**src/rtl/ss_mac_pkg.sv**
```systemverilog
package ss_mac_pkg;
  typedef enum logic {
    PREC_W8 = 1'b0,
    PREC_N4 = 1'b1
  } prec_e;
endpackage

```
**src/rtl/ss_row_gen.sv**
```systemverilog
// Partial-product rows, row 0 belongs to the most significant weight bit.
module ss_row_gen
  import ss_mac_pkg::*;
#(
  parameter int AW    = 8,
  parameter int NW    = 4,
  parameter int NSUB  = 4,
  parameter int SEG_W = 11,
  parameter int TW    = 2,
  localparam int IN_W  = NSUB * NW,
  localparam int TOT_W = NSUB * SEG_W
) (
  input  prec_e                      prec,
  input  logic [TW-1:0]              depth,
  input  logic [IN_W-1:0]            act,
  input  logic [IN_W-1:0]            wgt,
  output logic [AW-1:0][TOT_W-1:0]   rows
);
  logic signed [TOT_W-1:0] wide_v;
  logic signed [SEG_W-1:0] seg_v;

  always_comb begin
    rows   = '0;
    wide_v = '0;
    seg_v  = '0;
    if (prec == PREC_W8) begin
      for (int r = 0; r < AW; r++) begin
        if (wgt[AW-1-r] && ((AW-1-r) >= int'(depth))) begin
          wide_v = TOT_W'($signed(act[AW-1:0]));
          wide_v = wide_v <<< (AW-1-r);
          rows[r] = (r == 0) ? -wide_v : wide_v;
        end
      end
    end else begin
      for (int r = 0; r < NW; r++) begin
        for (int s = 0; s < NSUB; s++) begin
          if (wgt[s*NW + NW-1-r] && ((NW-1-r) >= int'(depth))) begin
            seg_v = SEG_W'($signed(act[s*NW +: NW]));
            seg_v = seg_v <<< (NW-1-r);
            rows[r][s*SEG_W +: SEG_W] = (r == 0) ? -seg_v : seg_v;
          end
        end
      end
    end
  end
endmodule

```
**src/rtl/ss_seg_adder.sv**
```systemverilog
// Adder split into segments; carries cross segment borders only when wide.
module ss_seg_adder #(
  parameter int NSEG  = 4,
  parameter int SEG_W = 11,
  localparam int TOT_W = NSEG * SEG_W
) (
  input  logic             wide,
  input  logic [TOT_W-1:0] a,
  input  logic [TOT_W-1:0] b,
  output logic [TOT_W-1:0] sum
);
  logic [NSEG:0] chain;
  assign chain[0] = 1'b0;

  for (genvar s = 0; s < NSEG; s++) begin : g_seg
    logic cin_l;
    if (s == 0) begin : g_first
      assign cin_l = 1'b0;
    end else begin : g_next
      assign cin_l = wide & chain[s];
    end
    assign {chain[s+1], sum[s*SEG_W +: SEG_W]} =
      {1'b0, a[s*SEG_W +: SEG_W]} + {1'b0, b[s*SEG_W +: SEG_W]} +
      {{SEG_W{1'b0}}, cin_l};
  end
endmodule

```
**src/rtl/ss_acc_sat.sv**
```systemverilog
// Saturation per mode and output accumulator register.
module ss_acc_sat
  import ss_mac_pkg::*;
#(
  parameter int NSUB    = 4,
  parameter int SEG_W   = 11,
  parameter int NACC_W  = 10,
  parameter int WACC_W  = 16,
  localparam int TOT_W = NSUB * SEG_W,
  localparam int OUT_W = NSUB * NACC_W
) (
  input  logic             clk,
  input  logic             rst,
  input  logic             en,
  input  prec_e            prec,
  input  logic [TOT_W-1:0] total,
  output logic [OUT_W-1:0] sum_q
);
  localparam logic signed [TOT_W-1:0] WMAX =
    {{(TOT_W-WACC_W+1){1'b0}}, {(WACC_W-1){1'b1}}};
  localparam logic signed [TOT_W-1:0] WMIN =
    {{(TOT_W-WACC_W+1){1'b1}}, {(WACC_W-1){1'b0}}};
  localparam logic signed [SEG_W-1:0] SMAX =
    {{(SEG_W-NACC_W+1){1'b0}}, {(NACC_W-1){1'b1}}};
  localparam logic signed [SEG_W-1:0] SMIN =
    {{(SEG_W-NACC_W+1){1'b1}}, {(NACC_W-1){1'b0}}};

  logic [OUT_W-1:0]  sat_n;
  logic [TOT_W-1:0]  wclip;
  logic [SEG_W-1:0]  seg;

  always_comb begin
    sat_n = '0;
    wclip = total;
    seg   = '0;
    if (prec == PREC_W8) begin
      if ($signed(total) > WMAX)      wclip = WMAX;
      else if ($signed(total) < WMIN) wclip = WMIN;
      sat_n = OUT_W'($signed(wclip[WACC_W-1:0]));
    end else begin
      for (int s = 0; s < NSUB; s++) begin
        seg = total[s*SEG_W +: SEG_W];
        if ($signed(seg) > SMAX)      seg = SMAX;
        else if ($signed(seg) < SMIN) seg = SMIN;
        sat_n[s*NACC_W +: NACC_W] = seg[NACC_W-1:0];
      end
    end
  end

  always_ff @(posedge clk) begin
    if (rst)     sum_q <= '0;
    else if (en) sum_q <= sat_n;
  end
endmodule

```
**src/rtl/simd_shiftadd_mac.sv**
```systemverilog
module simd_shiftadd_mac
  import ss_mac_pkg::*;
#(
  parameter int AW     = 8,
  parameter int NW     = 4,
  parameter int NSUB   = 4,
  parameter int NACC_W = 10,
  parameter int WACC_W = 16,
  localparam int TW    = $clog2(NW),
  localparam int IN_W  = NSUB * NW,
  localparam int SEG_W = NACC_W + 1,
  localparam int TOT_W = NSUB * SEG_W,
  localparam int OUT_W = NSUB * NACC_W
) (
  input  logic             clk,
  input  logic             rst,
  input  logic             valid_i,
  input  logic             clear_i,
  input  logic             mode_i,
  input  logic [TW-1:0]    trunc_i,
  input  logic [IN_W-1:0]  act_i,
  input  logic [IN_W-1:0]  wgt_i,
  output logic             valid_o,
  output logic [OUT_W-1:0] sum_o
);
  prec_e            prec_q, prec_eff;
  logic [TW-1:0]    depth_q, depth_eff;
  logic             start;
  logic [TOT_W-1:0] acc_unpk, addend, total;
  logic [AW-1:0][TOT_W-1:0] rows;
  logic [TOT_W-1:0] part [AW];

  assign start     = valid_i & clear_i;
  assign prec_eff  = start ? prec_e'(mode_i) : prec_q;
  assign depth_eff = start ? trunc_i : depth_q;

  always_ff @(posedge clk) begin
    if (rst) begin
      prec_q  <= PREC_W8;
      depth_q <= '0;
      valid_o <= 1'b0;
    end else begin
      valid_o <= valid_i;
      if (start) begin
        prec_q  <= prec_e'(mode_i);
        depth_q <= trunc_i;
      end
    end
  end

  ss_row_gen #(.AW(AW), .NW(NW), .NSUB(NSUB), .SEG_W(SEG_W), .TW(TW)) u_rows (
    .prec(prec_eff), .depth(depth_eff), .act(act_i), .wgt(wgt_i), .rows(rows)
  );

  // Rows summed most significant first through a chain of segmented adders.
  assign part[0] = rows[0];
  for (genvar r = 1; r < AW; r++) begin : g_chain
    ss_seg_adder #(.NSEG(NSUB), .SEG_W(SEG_W)) u_add (
      .wide(prec_eff == PREC_W8), .a(part[r-1]), .b(rows[r]), .sum(part[r])
    );
  end

  // Stored accumulator widened to the segmented adder format.
  always_comb begin
    acc_unpk = '0;
    if (prec_q == PREC_W8) begin
      acc_unpk = TOT_W'($signed(sum_o[WACC_W-1:0]));
    end else begin
      for (int s = 0; s < NSUB; s++)
        acc_unpk[s*SEG_W +: SEG_W] = SEG_W'($signed(sum_o[s*NACC_W +: NACC_W]));
    end
  end

  assign addend = clear_i ? '0 : acc_unpk;

  ss_seg_adder #(.NSEG(NSUB), .SEG_W(SEG_W)) u_acc_add (
    .wide(prec_eff == PREC_W8), .a(part[AW-1]), .b(addend), .sum(total)
  );

  ss_acc_sat #(.NSUB(NSUB), .SEG_W(SEG_W), .NACC_W(NACC_W), .WACC_W(WACC_W)) u_sat (
    .clk(clk), .rst(rst), .en(valid_i), .prec(prec_eff), .total(total), .sum_q(sum_o)
  );
endmodule

```
**config.mk**
```make
export PLATFORM = sky130hd
export DESIGN_NAME = simd_shiftadd_mac
export DESIGN_NICKNAME = d
export VERILOG_FILES = /design/src/rtl/ss_mac_pkg.sv /design/src/rtl/ss_row_gen.sv /design/src/rtl/ss_seg_adder.sv /design/src/rtl/ss_acc_sat.sv /design/src/rtl/simd_shiftadd_mac.sv
export SDC_FILE = /design/constraint.sdc
export NUM_CORES = 1
export LEC_CHECK = 0
export ABC_AREA = 1
export BUFFER_PORTS_ARGS = -buffer_cell sky130_fd_sc_hd__buf_2
export CAP_MARGIN = 20
export CORE_UTILIZATION = 43
export DETAILED_ROUTE_END_ITERATION = 12
export PLACE_DENSITY = 0.62
export SETUP_SLACK_MARGIN = 0.2
export SYNTH_ARGS = -nofsm -noshare
export SYNTH_HDL_FRONTEND = slang
export SYNTH_SLANG_ARGS = --single-unit
```
**constraint.sdc**
```tcl
create_clock -name clk -period 16.1 [get_ports clk]
set_input_delay 2.415 -clock clk [delete_from_list [all_inputs] [get_ports clk]]
set_output_delay 2.415 -clock clk [all_outputs]
set_load 0.05 [all_outputs]
```
# After elaboration in Yosys (flattened, before gate mapping)
# Index checks and enable logic that the tools add are counted.
[totals]
reg_bits = 44
output_inout_bits = 41
elab_cells = 157
[classes]
add_sub_neg = 61
reduce_logical = 12
mux = 41
bitwise = 26
order_cmp = 13
[op_table]
columns = ["op", "count"]
rows = [
  ["$mux W44", 10],
  ["$mux W176", 2],
  ["$add A11 B11 Y12", 24],
  ["$add A12 B1 Y12", 16],
  ["$mux W11", 16],
  ["$add A11 B1 Y11", 8],
  ["$add A11 B11 Y11", 8],
  ["$mux W10", 8],
  ["$gt A11 B10 Y1 const B", 4],
  ["$gt A44 B16 Y1 const B", 1],
  ["$lt A11 B10 Y1 const B", 4],
  ["$lt A44 B16 Y1 const B", 1],
  ["$neg A15 Y44", 1],
  ["$neg A7 Y11", 4],
  ["$mux W40", 1],
  ["$mux W16", 2],
  ["$and A1 B1 Y1", 25],
  ["$logic_and A1 B1 Y1", 12],
  ["$ge A1 B2 Y1 const A", 2],
  ["$ge A2 B2 Y1 const A", 1],
  ["$mux W2", 1],
  ["$mux W1", 1],
  ["$not A1 Y1", 1],
]

# Longest topological paths before layout
[logic_depth]
word_depth = 31
mapped_depth = 112
mapped_depth_nobuf = 111

# Modules after synthesis
# From an unflattened synthesis, not the netlist that was laid out.
[unflattened]
cells_unflattened = 4640
hier_area_um2 = 25404.4
[by_module_without_submodules]
columns = ["module", "seq_area_each_um2", "cells_each", "n_inst", "area_per_inst_um2"]
rows = [
  ["ss_seg_adder (g_chain[4].u_add ...)", 0.0, 453, 5, 2399.8],
  ["ss_seg_adder (g_chain[2].u_add ...)", 0.0, 453, 2, 2407.3],
  ["ss_row_gen", 0.0, 534, 1, 3163.0],
  ["ss_seg_adder (g_chain[1].u_add)", 0.0, 453, 1, 2403.6],
  ["ss_acc_sat", 800.8, 356, 1, 2339.7],
  ["simd_shiftadd_mac", 80.1, 126, 1, 684.4],
]

# Worst setup path before layout
# No wires, ideal clock.
[synth_path]
kind = "input to register"
startpoint = "input port clear_i"
endpoint = "register u_sat.sum_q[2]"
setup_ps = 120
setup_slack_ps = -1040
path_buffers = 3
required_ps = 15980
stages = 94
arrival_ps = 17019
cell_sequence = "buf_4 > nand2_2 > inv_1 > nand2_1 > nand2_1 > inv_1 > nor2_1 > inv_1 > nand2_1 > clkbuf_1 > nor3_1 > ha_1 > inv_1 > fa_1 > inv_1 > ha_1 > a21oi_1 > inv_1 > [58 not listed] > fa_1 > inv_1 > nand3_1 > nand2_1 > nand2_1 > nand2_1 > nand2_1 > nor2_1 > nand3_1 > nor2_1 > nand3_1 > nor2_1 > nand4_1 > nand2_2 > buf_6 > nand2_1 > nand2_1 > a21oi_1"
[synth_via]
elab_chain_cells = 31
[synth_rtl]
columns = ["item", "line_no", "text"]
rows = [
  ["start, declared", "simd_shiftadd_mac.sv:18", "input logic clear_i,"],
  ["$and A1 B1 Y1", "simd_shiftadd_mac.sv:33", "assign start = valid_i & clear_i;"],
  ["$mux W2", "n/a", ""],
  ["$ge A2 B2 Y1", "ss_row_gen.sv:28, ss_row_gen.sv:37", ""],
  ["$logic_and A1 B1 Y1", "ss_row_gen.sv:28, ss_row_gen.sv:37", ""],
  ["$mux W11", "ss_row_gen.sv:37", "if (wgt[s*NW + NW-1-r] && ((NW-1-r) >= int'(depth))) begin"],
  ["$mux W176", "ss_row_gen.sv:26", "if (prec == PREC_W8) begin"],
  ["$add A11 B11 Y12", "ss_seg_adder.sv:23", "{1'b0, a[s*SEG_W +: SEG_W]} + {1'b0, b[s*SEG_W +: SEG_W]} +"],
  ["$and A1 B1 Y1", "ss_seg_adder.sv:20", "assign cin_l = wide & chain[s];"],
  ["[15 not listed]", "n/a", ""],
  ["$add A11 B11 Y12 (tied with other cells)", "ss_seg_adder.sv:23", ""],
  ["$add A12 B1 Y12 / $add A11 B1 Y11 (equally long branches)", "ss_seg_adder.sv:23", ""],
  ["$and A1 B1 Y1 / $add A11 B11 Y11 (equally long branches)", "ss_seg_adder.sv:20, ss_seg_adder.sv:23", ""],
  ["$add A11 B1 Y11", "ss_seg_adder.sv:23", ""],
  ["$lt A44 B16 Y1", "ss_acc_sat.sv:38", "else if ($signed(total) < WMIN) wclip = WMIN;"],
  ["$mux W16", "ss_acc_sat.sv:38", ""],
  ["$mux W16", "ss_acc_sat.sv:37", "if ($signed(total) > WMAX) wclip = WMAX;"],
  ["$mux W40 *", "ss_acc_sat.sv:36", "if (prec == PREC_W8) begin"],
  ["end signal, assigned", "ss_acc_sat.sv:52", "else if (en) sum_q <= sat_n;"],
  ["end, declared", "ss_acc_sat.sv:17", "output logic [OUT_W-1:0] sum_q"],
]
# Mark *: on every way between the ends. The rest lies on a longest branch, timed or not.
# A chain may end at the register's enable or synchronous reset.

# Final worst setup path
[layout_path]
startpoint = "input port valid_i"
endpoint = "register u_sat.sum_q[1]"
[layout_via]
elab_chain_cells = 31
[layout_rtl]
columns = ["item", "line_no", "text"]
rows = [
  ["start, declared", "simd_shiftadd_mac.sv:17", "input logic valid_i,"],
  ["$and A1 B1 Y1", "simd_shiftadd_mac.sv:33", ""],
  ["$mux W2", "n/a", ""],
  ["$ge A2 B2 Y1", "ss_row_gen.sv:28, ss_row_gen.sv:37", ""],
  ["$logic_and A1 B1 Y1", "ss_row_gen.sv:28, ss_row_gen.sv:37", ""],
  ["$mux W11", "ss_row_gen.sv:37", ""],
  ["$mux W176", "ss_row_gen.sv:26", ""],
  ["$add A11 B11 Y12", "ss_seg_adder.sv:23", ""],
  ["$and A1 B1 Y1", "ss_seg_adder.sv:20", ""],
  ["[15 not listed]", "n/a", ""],
  ["$add A11 B11 Y12 (tied with other cells)", "ss_seg_adder.sv:23", ""],
  ["$add A12 B1 Y12 / $add A11 B1 Y11 (equally long branches)", "ss_seg_adder.sv:23", ""],
  ["$and A1 B1 Y1 / $add A11 B11 Y11 (equally long branches)", "ss_seg_adder.sv:20, ss_seg_adder.sv:23", ""],
  ["$add A11 B1 Y11", "ss_seg_adder.sv:23", ""],
  ["$lt A44 B16 Y1", "ss_acc_sat.sv:38", ""],
  ["$mux W16", "ss_acc_sat.sv:38", ""],
  ["$mux W16", "ss_acc_sat.sv:37", ""],
  ["$mux W40", "ss_acc_sat.sv:36", ""],
]
# Parallel ways exist; a longest one is shown, timed or not.

==> run summary <==
Synth Area in Adders: 32.0%
Max Slew Vio Count: 0
Skew final: 0.00898 ns
Async S/R FF share, synth: 0%
Simple-gate share of the synthesized area: 21.4%
Worst Setup Slack, final: -0.891 ns
Type of origin of the critical path: input pin
CTS tree: yes
R2R depth: 92
Largest family of logic cells by synthesized area: adder cells
Drt initial violations: 865
Hold EP: u_sat.sum_q[9]
Detailed placement HPWL: 39.6 mm
Clock transition at path regs: 0.08 ns
Met2 wire length: 23.9 mm
Aggregate global routing overflow: 0
Layout area overhead: 38.0%
Top Layer Used: met5
Synth Warn #: 0
Req. time, crit path: 16.34 ns
Crit-path max cell delay: 0.56 ns
Drt pass-1 iters: 6
Post-CTS Hold Buffers: 0
Crit path time final: 16.99 ns
Placed instance count: 3,450
Largest net degree at the start of global routing: 49
CTS Buf Count: 5
Synth Area in Compound Gates: 17.3%
DR WL/cell: 14.2 um
Worst skew pair latency: 0.30 ns
Post-synth EDFFs: 0
Chip width: 196 um
Antenna violations before repair: 2
Hold path start: u_sat.sum_q[9]
DRT met1 WL: 22.9 mm
Ys flop type: dfxtp_1
CTS H-tree depth: 2
Ports: 80
Post-synth top area share: 20.4%
Relative slew slack: 32.4%
Seq/Total Area, Yosys: 5.43%
Non-filler instance count after layout: 3,543
Worst hold path type: reg -> reg
Setup Crit Path Kind: in -> reg
CTS Root Cell: clkbuf_16
Max Fclk: 58.9 MHz
Synth area leaders: ha_1 20%, inv_1 12%, nand2_1 12%
Count of final setup violators: 40
Worst-Margin Slew: 1.01 ns
Seq cells post-synth: 44
Row cnt: 70
Worst r2r dst: u_sat.sum_q[1]
DIE AREA: 0.0385 mm^2
Post-Synth XOR/XNOR Area: 10.3%
Met3 WL: 2.41 mm
Setup crit end kind: flop
Starting Density: 44.0%
RR Startpoint: prec_q
Placeable Area: 0.0369 mm^2
Top-count cell post-synth: inv_1
Synth Area per Inst: 6.39 um^2
Cell area after synthesis: 0.0162 mm^2
Vias in the first global route: 17.3k
Clock buffer depth: 2
Total Nets Final: 3,434
DIE HEIGHT: 196 um
CTS Sinks: 44
Yosys top cell by area: ha_1
Final Hold Vio Count: 0
Synth cell types: 45
Hold depth: 2
Final cycle utilization of the critical path: 106%
Syn_nets: 2,938
Status: finished with violations
Failing checks: setup timing
Max cap viols: 0
Post-Syn Instances: 2,541
WP data arrival: 17.23 ns
RSZ-0062 raised after global routing: yes
Global-route wire length before repair: 80.7 mm
Final wirelength: 50.2 mm
Via count: 17.9k
Mux contribution to synthesized area: 0.0617%
Max FO, Critical Path: 5
Most frequent cells after synthesis: 526 x inv_1, 521 x nand2_1, 264 x ha_1
Post-route DRC: 0
GP Congestion: 0.922
Layout cells sized above 1: 28.2%
IO buf count: 79
Slowest cell on crit path: fa_1
Via density: 5.06
Total track usage: 25.2%
Final antenna-violating net count: 0
Reg2Reg Setup Slack: 0.82 ns
timing repair:
action,in CTS,in global routing
buffers inserted,50,28
endpoints found under the setup margin,40,40
resized for setup,118,201
cloned,2,2
pin swaps,90,153
state kept, by name, indices dropped and copies added, names as in the netlist:
signal / cells
depth_q: 2
prec_q: 1
u_sat.sum_q: 40
valid_o: 1
worst max path at each step:
stage             from        endpoint  slack [ns]  cells after the start
3_5_place_dp   valid_i  u_sat.sum_q[9]       -1.59                     92
2_1_floorplan  clear_i  u_sat.sum_q[2]       -0.30                     94
3_3_place_gp   valid_i  u_sat.sum_q[9]       -1.28                     96
5_1_grt        valid_i  u_sat.sum_q[1]       -1.78                     96
4_1_cts        clear_i  u_sat.sum_q[9]       -0.80                     88
6_report       valid_i  u_sat.sum_q[1]       -0.89                     94
cells in the final DEF (no fill, tap or decap), drive strengths merged, types with 13 or more instances in the layout:
cell / n
o21bai: 24
nor2: 169
nand2: 526
fa: 94
nand3b: 13
dfxtp: 44
nand3: 92
a21oi: 259
a31oi: 18
buf: 536
o21ai: 161
xnor2: 80
xor2: 111
ha: 264
o31ai: 14
inv: 530
o211ai: 15
nor3: 29
nand4: 13
kinds of logic after synthesis:
family | Yosys count
mux | 1
simple gates | 851
xor+xnor | 191
flops | 44
fa+ha+maj | 358
buf+inv | 583
compound gates | 513
critical path, delay by kind of cell:
family                   cells  cell delay [ns]
adder cells (fa/ha/maj)     17             6.07
AO/OA/AOI/OAI               21             3.02
AND/OR/NAND/NOR             30             2.73
buffers and inverters       18             1.65
XOR/XNOR                     7             1.06
multiplexers                 1             0.27
area by class of cell:
type | instances | area (um^2)
multi-input cells | 1916 | 14700
repair buffers | 536 | 3940
fillers | 3391 | 14500
inverters | 533 | 2010
clock buffers | 5 | 125
repair inverters | 1 | 7.51
clock inverters | 3 | 46.3
well taps | 504 | 631
diodes | 1 | 2.50
flip-flops and latches | 44 | 881
per-layer routing:
layer / track usage (%) / vias up
met2: 44.3 / 454
met5: 0 / -
met1: 33.8 / 8280
met4: 5.61 / 2
li1: - / 9096
met3: 1.48 / 78
stage by stage:
stage / cell area, um^2 / util (%) / setup slack (ns) / hold slack [ns] / TNS (ns)
global placement: 20200 / 54.7 / -1.28 / 0.476 / -48.60
CTS: 21200 / 57.5 / -0.798 / 0.492 / -27.50
global route: 22400 / 60.7 / -1.78 / 0.533 / -68.99
finish: 22400 / 60.7 / -0.891 / 0.506 / -30.98
detailed placement: 20200 / 54.7 / -1.59 / 0.486 / -60.31
floorplan: 16500 / - / -0.303 / 0.477 / -8.98
Power is left out: the tool's default activity adds up to more than one toggle a clock period on the data nets, which glitch-free logic cannot reach.
